--- src/rtl/pse_seq_pkg.sv ---
package pse_seq_pkg;
  typedef enum logic [2:0] {
    S_IDLE     = 3'd0,
    S_DSTART   = 3'd1,
    S_EVAL     = 3'd2,
    S_BACKOFF  = 3'd3,
    S_CLASSIFY = 3'd4,
    S_INDEP    = 3'd5,
    S_DISABLED = 3'd6
  } seq_state_t;

  localparam logic [1:0] ALT_A    = 2'd0;
  localparam logic [1:0] ALT_B    = 2'd1;
  localparam logic [1:0] ALT_BOTH = 2'd2;

  localparam logic [1:0] KIND_INVALID = 2'd0;
  localparam logic [1:0] KIND_SINGLE  = 2'd1;
  localparam logic [1:0] KIND_DUAL    = 2'd2;
endpackage

--- src/rtl/pse_seq_backoff.sv ---
module pse_seq_backoff #(
  parameter int TICKS = 16
) (
  input  logic clk,
  input  logic rst,
  input  logic run,
  input  logic tick,
  output logic expired
);
  localparam int CW = (TICKS > 1) ? $clog2(TICKS) : 1;
  localparam logic [CW-1:0] LAST = CW'(TICKS - 1);

  logic [CW-1:0] cnt;

  assign expired = run && tick && (cnt == LAST);

  always_ff @(posedge clk) begin
    if (rst || !run) cnt <= '0;
    else if (tick)   cnt <= expired ? '0 : cnt + 1'b1;
  end

  // the tick count never passes the programmed length
  assert_cnt_bound_R6: assert property (@(posedge clk) disable iff (rst)
    cnt <= LAST);
  // without a tick the count holds
  assert_hold_no_tick_R6: assert property (@(posedge clk) disable iff (rst)
    (run && !tick) |=> (!run || $stable(cnt)));
endmodule

--- src/rtl/pse_seq_route.sv ---
module pse_seq_route
  import pse_seq_pkg::*;
(
  input  logic [1:0]  alt_sel,
  input  logic        pri_done,
  input  logic        sec_done,
  input  logic        cxn_done,
  input  logic        timer_fault,
  input  logic        sig_pri_ok,
  input  logic        sig_sec_ok,
  input  logic [1:0]  sig_kind,
  output logic        exit_ok,
  output seq_state_t  dest
);
  logic both_alt;
  assign both_alt = (alt_sel == ALT_BOTH);

  always_comb begin
    exit_ok = timer_fault || (pri_done && (!both_alt || (sec_done && cxn_done)));
    if (timer_fault)
      dest = S_IDLE;
    else if (pri_done && alt_sel == ALT_B && !sig_pri_ok)
      dest = S_BACKOFF;
    else if (both_alt && sig_pri_ok && sig_sec_ok && sig_kind == KIND_DUAL)
      dest = S_INDEP;
    else if (sig_pri_ok && (!both_alt || (sig_sec_ok && sig_kind == KIND_SINGLE)))
      dest = S_CLASSIFY;
    else
      dest = S_IDLE;
  end

  // a fault always routes to idle
  assert_fault_route_R5: assert final (!timer_fault || dest == S_IDLE);
endmodule

--- src/rtl/pse_detect_seq.sv ---
module pse_detect_seq
  import pse_seq_pkg::*;
#(
  parameter int BACKOFF_TICKS = 16
) (
  input  logic       clk,
  input  logic       rst,
  input  logic       tick_en,
  input  logic       en,
  input  logic       reset_req,
  input  logic       cls_limit,
  input  logic       err_cond,
  input  logic       ready,
  input  logic       pwr_pri,
  input  logic       pwr_sec,
  input  logic [1:0] alt_sel,
  input  logic       pri_done,
  input  logic       sec_done,
  input  logic       cxn_done,
  input  logic       timer_fault,
  input  logic       sig_pri_ok,
  input  logic       sig_sec_ok,
  input  logic [1:0] sig_kind,
  output logic       det_start,
  output logic       indep_mode,
  output logic [2:0] state_code
);
  seq_state_t st, st_nx, route_dest;
  logic       route_exit, bo_expired, restart, start_ok;
  logic       det_q, indep_q;

  pse_seq_route u_route (
    .alt_sel(alt_sel), .pri_done(pri_done), .sec_done(sec_done),
    .cxn_done(cxn_done), .timer_fault(timer_fault),
    .sig_pri_ok(sig_pri_ok), .sig_sec_ok(sig_sec_ok), .sig_kind(sig_kind),
    .exit_ok(route_exit), .dest(route_dest)
  );

  pse_seq_backoff #(.TICKS(BACKOFF_TICKS)) u_backoff (
    .clk(clk), .rst(rst), .run(st == S_BACKOFF), .tick(tick_en),
    .expired(bo_expired)
  );

  assign restart  = reset_req || cls_limit || err_cond;
  assign start_ok = ready && en && !pwr_pri && !pwr_sec;

  always_comb begin
    st_nx = st;
    if (!en)
      st_nx = S_DISABLED;
    else if (restart)
      st_nx = S_IDLE;
    else begin
      unique case (st)
        S_IDLE:     if (start_ok) st_nx = S_DSTART;
        S_DSTART:   st_nx = S_EVAL;
        S_EVAL:     if (route_exit) st_nx = route_dest;
        S_BACKOFF:  if (bo_expired) st_nx = S_IDLE;
        S_DISABLED: st_nx = S_IDLE;
        default:    st_nx = st;
      endcase
    end
  end

  always_ff @(posedge clk) begin
    if (rst) begin
      st      <= S_IDLE;
      det_q   <= 1'b0;
      indep_q <= 1'b0;
    end else begin
      st      <= st_nx;
      det_q   <= (st_nx == S_DSTART);
      if (st_nx == S_INDEP)
        indep_q <= 1'b1;
      else if (st_nx == S_IDLE || st_nx == S_DISABLED)
        indep_q <= 1'b0;
    end
  end

  assign det_start  = det_q;
  assign indep_mode = indep_q;
  assign state_code = st;

  assert_disable_R10: assert property (@(posedge clk) disable iff (rst)
    !en |=> (state_code == 3'd6 && !det_start && !indep_mode));
  assert_restart_idle_R11: assert property (@(posedge clk) disable iff (rst)
    (en && restart) |=> state_code == 3'd0);
  assert_gate_start_R2: assert property (@(posedge clk) disable iff (rst)
    (st == S_IDLE && !start_ok) |=> st != S_DSTART);
  assert_strobe_pulse_R3: assert property (@(posedge clk) disable iff (rst)
    det_start |=> !det_start);
  assert_eval_hold_R4: assert property (@(posedge clk) disable iff (rst)
    (st == S_EVAL && en && !restart && !timer_fault && !pri_done) |=> st == S_EVAL);
  assert_indep_flag_R7: assert property (@(posedge clk) disable iff (rst)
    indep_mode |-> st == S_INDEP);
endmodule

--- config.mk ---
export PLATFORM = sky130hd
export DESIGN_NAME = pse_detect_seq
export DESIGN_NICKNAME = d
export VERILOG_FILES = /design/src/rtl/pse_seq_pkg.sv /design/src/rtl/pse_seq_backoff.sv /design/src/rtl/pse_seq_route.sv /design/src/rtl/pse_detect_seq.sv
export SDC_FILE = /design/constraint.sdc
export NUM_CORES = 1
export LEC_CHECK = 0
export BUFFER_PORTS_ARGS = -buffer_cell sky130_fd_sc_hd__buf_2
export CORE_UTILIZATION = 45
export CTS_CLUSTER_DIAMETER = 120
export DETAILED_ROUTE_END_ITERATION = 8
export PLACE_DENSITY = 0.76
export REMOVE_ABC_BUFFERS = 1
export SYNTH_ARGS = -nofsm -noshare
export SYNTH_HDL_FRONTEND = slang
export SYNTH_HIERARCHICAL = 1
export SYNTH_SLANG_ARGS = --single-unit
--- constraint.sdc ---
create_clock -name clk -period 2.7 [get_ports clk]
set_input_delay 0.135 -clock clk [delete_from_list [all_inputs] [get_ports clk]]
set_output_delay 0.135 -clock clk [all_outputs]
set_load 0.1 [all_outputs]
Word level (Yosys, flattened, before mapping). Index checks and enable logic that the tools add are counted. Widths: inputs -> output; s select.

Word-level logic and storage cells: 59. Bits in registers: 9.

Reduce and logical (&&, ||, !) cells: 29. Add/sub/neg operators: 1. Equality and inequality tests: 12. Multiplexer cells: 13.

Operator list (count): $mux 3 (9); $pmux 3 s5 (1); $logic_and 1x1->1 (14); $eq 3x3->1 const B (3); $logic_or 1x1->1 (7); $eq 3x1->1 const B (2); $eq 3x2->1 const B (2); $logic_not 3->1 (2); $logic_not 1->1 (5); $add 4x1->4 const B (1); $eq 2x1->1 const B (2); $eq 2x2->1 const B (2); $eq 4x4->1 const B (1); $mux 4 (1); $mux 1 (2); $reduce_bool 2->1 (1).

Logic depth before layout (Yosys ltp).
Depth after elaboration: 16. Gate-level depth with buffers: 10. Depth with buffers taken out: 9.

By module. Netlist, hierarchy kept.

Modules (own cells, without submodules): pse_detect_seq (times used 1, cells an instance 43, sequential area each 100.1 um2, area each 335.3 um2); pse_seq_backoff (times used 1, cells an instance 20, sequential area each 80.1 um2, area each 188.9 um2); pse_seq_route (times used 1, cells an instance 14, sequential area each 0.0 um2, area each 83.8 um2).

Worst setup path before layout. Ideal clock, no wire load.

Path type: register to register. Start point: register st[2], in the netlist state_code[2]. End point: register det_q, in the netlist det_start. Slack: 0.120 ns. Buffers on the path: 1. Required time: 2.584 ns. Stages on the path, launching flop included: 11. Data arrival time: 2.464 ns. Period minus slack after synthesis: 2.580 ns. Cells stage by stage: dfxtp_1 clkbuf_1 inv_1 and3_1 inv_1 nor2_1 and2_1 a31oi_1 o21ai_0 or2_2 and4_1.

Cells in the longest elaborated chain, start to end: 8. Elaborated cells on any way between the ends: 14. Classes of those cells: eq/ne (5); mux (6); reduce/logical (3).

Ends and longest elaborated chain: from (decl) (RTL line pse_detect_seq.sv:28) `seq_state_t st, st_nx, route_dest;`; from (signal assigned) (RTL line pse_detect_seq.sv:71) `st <= st_nx;`; $eq 3x2->1 (RTL line pse_detect_seq.sv:40) `.clk(clk), .rst(rst), .run(st == S_BACKOFF), .tick(tick_en),`; $logic_and 1x1->1 (2 in series) (RTL line pse_seq_backoff.sv:15) `assign expired = run && tick && (cnt == LAST);`; via bo_expired (RTL line pse_detect_seq.sv:29) `logic route_exit, bo_expired, restart, start_ok;`; $mux 3 (RTL line pse_detect_seq.sv:58) `S_BACKOFF: if (bo_expired) st_nx = S_IDLE;`; $pmux 3 s5 (RTL line pse_detect_seq.sv:54) `unique case (st)`; $mux 3 (RTL line pse_detect_seq.sv:51) `else if (restart)`; $mux 3 (RTL line pse_detect_seq.sv:49) `if (!en)`; $eq 3x1->1 (RTL line pse_detect_seq.sv:72) `det_q <= (st_nx == S_DSTART);`; to (signal assigned) (RTL line pse_detect_seq.sv:72); to (decl) (RTL line pse_detect_seq.sv:30) `logic det_q, indep_q;`.

The timed path passes the listed nets, and every way through them passes these cells. A chain may end at the register's enable or synchronous reset.

Final worst setup path. Ends and elaborated chain as after synthesis.

==> qor.csv <==
stage;metric;value;unit
pwr;power density over the cells;391;mW/mm2
pwr;Clk pwr share;34.1;%
setup_path;critical-path cell list;inv_1 -> and3_1 -> inv_1 -> nor2_1 -> and2_1 -> a31oi_1 -> o21ai_0 -> or2_2 -> and4_1;
pwr;Leak Pwr;0.352;nW
floorplan;starting density of the core;51.3;%
hold_path;Endpoint, Worst Hold;state_code[1]$_SDFF_PP0_;
placement;Inst Count DP;113;
setup_path;CP max-delay cell;dfxtp_1;
setup_path;Critical Path Fanout Max;10;
setup_path;slowest stage delay, CP;0.48;ns
layout;Final #Nets;125;
logic_synthesis;area leader, netlist;dfxtp_1;
sta;setup TNS;0;ns
drt;Total Routed Length;1.21;mm
drt;initial drt markers;12;
setup_path;reg2reg start;state_code[2]$_SDFF_PP0_;
layout;layout cells sized above 1;33.0;%
setup_path;cell mode on critical path;inv_1;
sta;part of the cycle the worst path needs;72.6;%
clocking;Post CTS Setup Buffer Count;0;
setup_path;FF-to-FF setup slack;0.74;ns
logic_synthesis;Post-Synthesis Cells;77;
global_routing;initial antenna violation count;0;
placement;detailed placer's ending HPWL;1.00;mm
pwr;NetSw;0.0840;mW
clocking;CTS Root Cell;clkbuf_4;
layout;Post-Layout Cell Count;117;
global_routing;total grt overflow;0;
sta;Clock Skew;0.00173;ns
placement;Port Buffers;24;
logic_synthesis;synthesized area;608;um2
global_routing;GRT Total Usage;20.1;%
hold_path;hold path depth;2;
floorplan;Boundary Pins;25;
logic_synthesis;Synth Warn #;6;
drt;Avg Vias per Cell;5.15;
drt;DR WL/cell;10.3;um
floorplan;Die ar.;0.00150;mm2
logic_synthesis;Netlist cell types;35;
clocking;number of buffers created by CTS;3;
logic_synthesis;top cells by area, synth;dfxtp_1 30%, inv_1 5.6%, nor2_1 4.9%, nand2_1 4.3%, xor2_1 4.3%;
layout;post-route cell area;764;um2
drt;DRT Pass-1 Iters;3;
logic_synthesis;area share of the largest cell type after synthesis;29.6;%
floorplan;Rows;12;
drt;ANT nets after route;0;
setup_path;crit start category;flip-flop;
sta;Worst-Margin Slew;0.484;ns
sta;# setup viols final;0;
drt;# DRC;0;
global_routing;first-pass GRT wire length;2.06;mm
clocking;CTS Buffer Depth;2;
floorplan;Die Width;38.8;um
placement;placed cell areas;738;um2
logic_synthesis;Seq/Total Area, Yosys;29.6;%
layout;diode count;0;
logic_synthesis;syn avg cell area;7.90;um2
drt;vias post-DR;603;
setup_path;R2R Path End;det_start$_SDFF_PP0_;
sta;RSZ-0062 raised after global routing;no;
pwr;IR drop worst, VDD;0.308;mV
sta;Rel. slew slack;67.5;%
clocking;CTS Sinks;9;
pwr;combinational power share;19.5;%
clocking;clock tree from TritonCTS;yes;
sta;highest clock rate;510;MHz
global_routing;vias in the first global route;526;
setup_path;WP data required;2.85;ns
layout;Fillers;100;
placement;RD Place Congestion;0.785;
job;Max-Cap Viols;0;
floorplan;Die Y-Extent;38.8;um
sta;Period minus WS final;1.96;ns
setup_path;CP arrival;2.11;ns
sta;max-slew violations;0;
layout;Area Growth Syn to Fin;25.7;%
hold_path;HP Class;primary input to flip-flop;
logic_synthesis;Yosys reg bits;9;
floorplan;Core Area;0.00119;mm2
sta;Hold Fails Final Rpt;0;
clocking;Skew-Pair Late Insertion Delay;0.25;ns
clocking;post-cts sizing count;0;
hold_path;hold_sp;rst;
global_routing;pin count of the biggest net entering global routing;12;
clocking;Clock transition at path regs;0.06;ns
setup_path;worst setup path class;flip-flop to flip-flop;
setup_path;nature of the critical path endpoint;flip-flop;
pwr;Sw Share;28.1;%
outcome;status;finished, final reports clean;
clocking;htree depth;1;
setup_path;cells on worst reg2reg path;9;
clocking;Hold Buf Count CTS;0;
pwr;Pint;0.215;mW
pwr;share of power burned in registers;46.4;%
## layer usage
metal | routed length [um] | GRT usage (%) | share of wire (%) | vias up
li1 | - | - | - | 324
met1 | 579 | 25.8 | 48 | 264
met2 | 553 | 31.7 | 46 | 15
met3 | 74 | 8.67 | 6.1 | 0
met4 | 0 | 2.59 | 0 | 0
met5 | 0 | 0 | 0 | -
## flip-flops by register name (all words and copies together), names as in the netlist
name and count:
state_code 3, indep_mode 1, det_start 1, u_backoff/cnt 4
## cell families (layout without fill, tap and decap cells)
kind of cell / after synthesis / count (layout) / share of synthesized area (%)
adder cells (fa/ha/maj): 1 / 1 / 2.06
flip-flops: 9 / 9 / 29.6
multiplexers: 1 / 1 / 1.65
AO/OA/AOI/OAI: 17 / 17 / 18.5
XOR/XNOR: 5 / 5 / 7.20
buffers and inverters: 11 / 37 / 6.79
AND/OR/NAND/NOR: 33 / 33 / 34.2
## cells in the mapped netlist, drive strengths merged
library cell and n:
or3 2, nor3 1, o211ai 1, a21o 1
nand4 2, nor2 9, dfxtp 9, nand2b 4
a211oi 2, and4b 1, inv 9, xnor2 2
xor2 3, a2111oi 1, o21ai 2, a21boi 1
clkbuf 2, a21oi 5, nor2b 1, nand2 7
and4 1, a31oi 2, and2 1, mux2i 1
or2 1, ha 1, nor4b 1, a311oi 1
and3 1, a41o 1, or3b 1
## placed cells by master (no fill, tap or decap), types with 2 or more instances in the layout
cell type	instances
clkbuf_4	3
nor2_1	8
dfxtp_1	9
buf_2	24
a31oi_1	2
inv_1	9
a21oi_1	5
a211oi_1	2
nand2_1	7
xor2_1	3
xnor2_1	2
nand2b_1	4
## stage by stage
stage | setup WS, ns | total power [mW] | hold WS [ns] | utilization [%]
floorplan | 0.144 | 0.177 | 0.204 | -
global placement | 0.827 | 0.199 | 0.348 | 62.2
detailed placement | 0.765 | 0.200 | 0.350 | 62.2
CTS | 0.752 | 0.302 | 0.0809 | 64.5
global route | 0.570 | 0.315 | 0.0924 | 64.5
finish | 0.740 | 0.299 | 0.0859 | 64.5
## final cells by class
cell class,instances,area (um2),share of cell area [%]
repair buffers,24,120,15.7
flip-flops and latches,9,180,23.6
inverters,9,33.8,4.42
multi-input cells,57,387,50.6
clock buffers,4,26.3,3.44
well taps,14,17.5,2.29
## power groups by stage
stage / Clock, mW / Combinational (mW) / Sequential, mW
finish: 0.102 / 0.0582 / 0.139
global route: 0.112 / 0.0643 / 0.139
CTS: 0.105 / 0.0584 / 0.139
detailed placement: 0 / 0.0582 / 0.142
global placement: 0 / 0.0576 / 0.141
floorplan: 0 / 0.0226 / 0.154
## worst max-delay path, delay by kind of cell (launching register included)
family	cells	cell delay [ns]
compound gates	2	0.29
simple gates	5	0.93
buf+inv	2	0.17
flops	1	0.48
## worst max-delay path by stage
stage,cells past startpoint,from,slack (ns),end
after floorplan,9,state_code[2]$_SDFF_PP0_,0.14,det_start$_SDFF_PP0_
after detailed placement,9,state_code[2]$_SDFF_PP0_,0.77,det_start$_SDFF_PP0_
after global placement,9,state_code[2]$_SDFF_PP0_,0.83,det_start$_SDFF_PP0_
after global routing,9,state_code[2]$_SDFF_PP0_,0.57,det_start$_SDFF_PP0_
after CTS,9,state_code[2]$_SDFF_PP0_,0.75,det_start$_SDFF_PP0_
final,9,state_code[2]$_SDFF_PP0_,0.74,det_start$_SDFF_PP0_
Power figures use the tool's default switching activity.
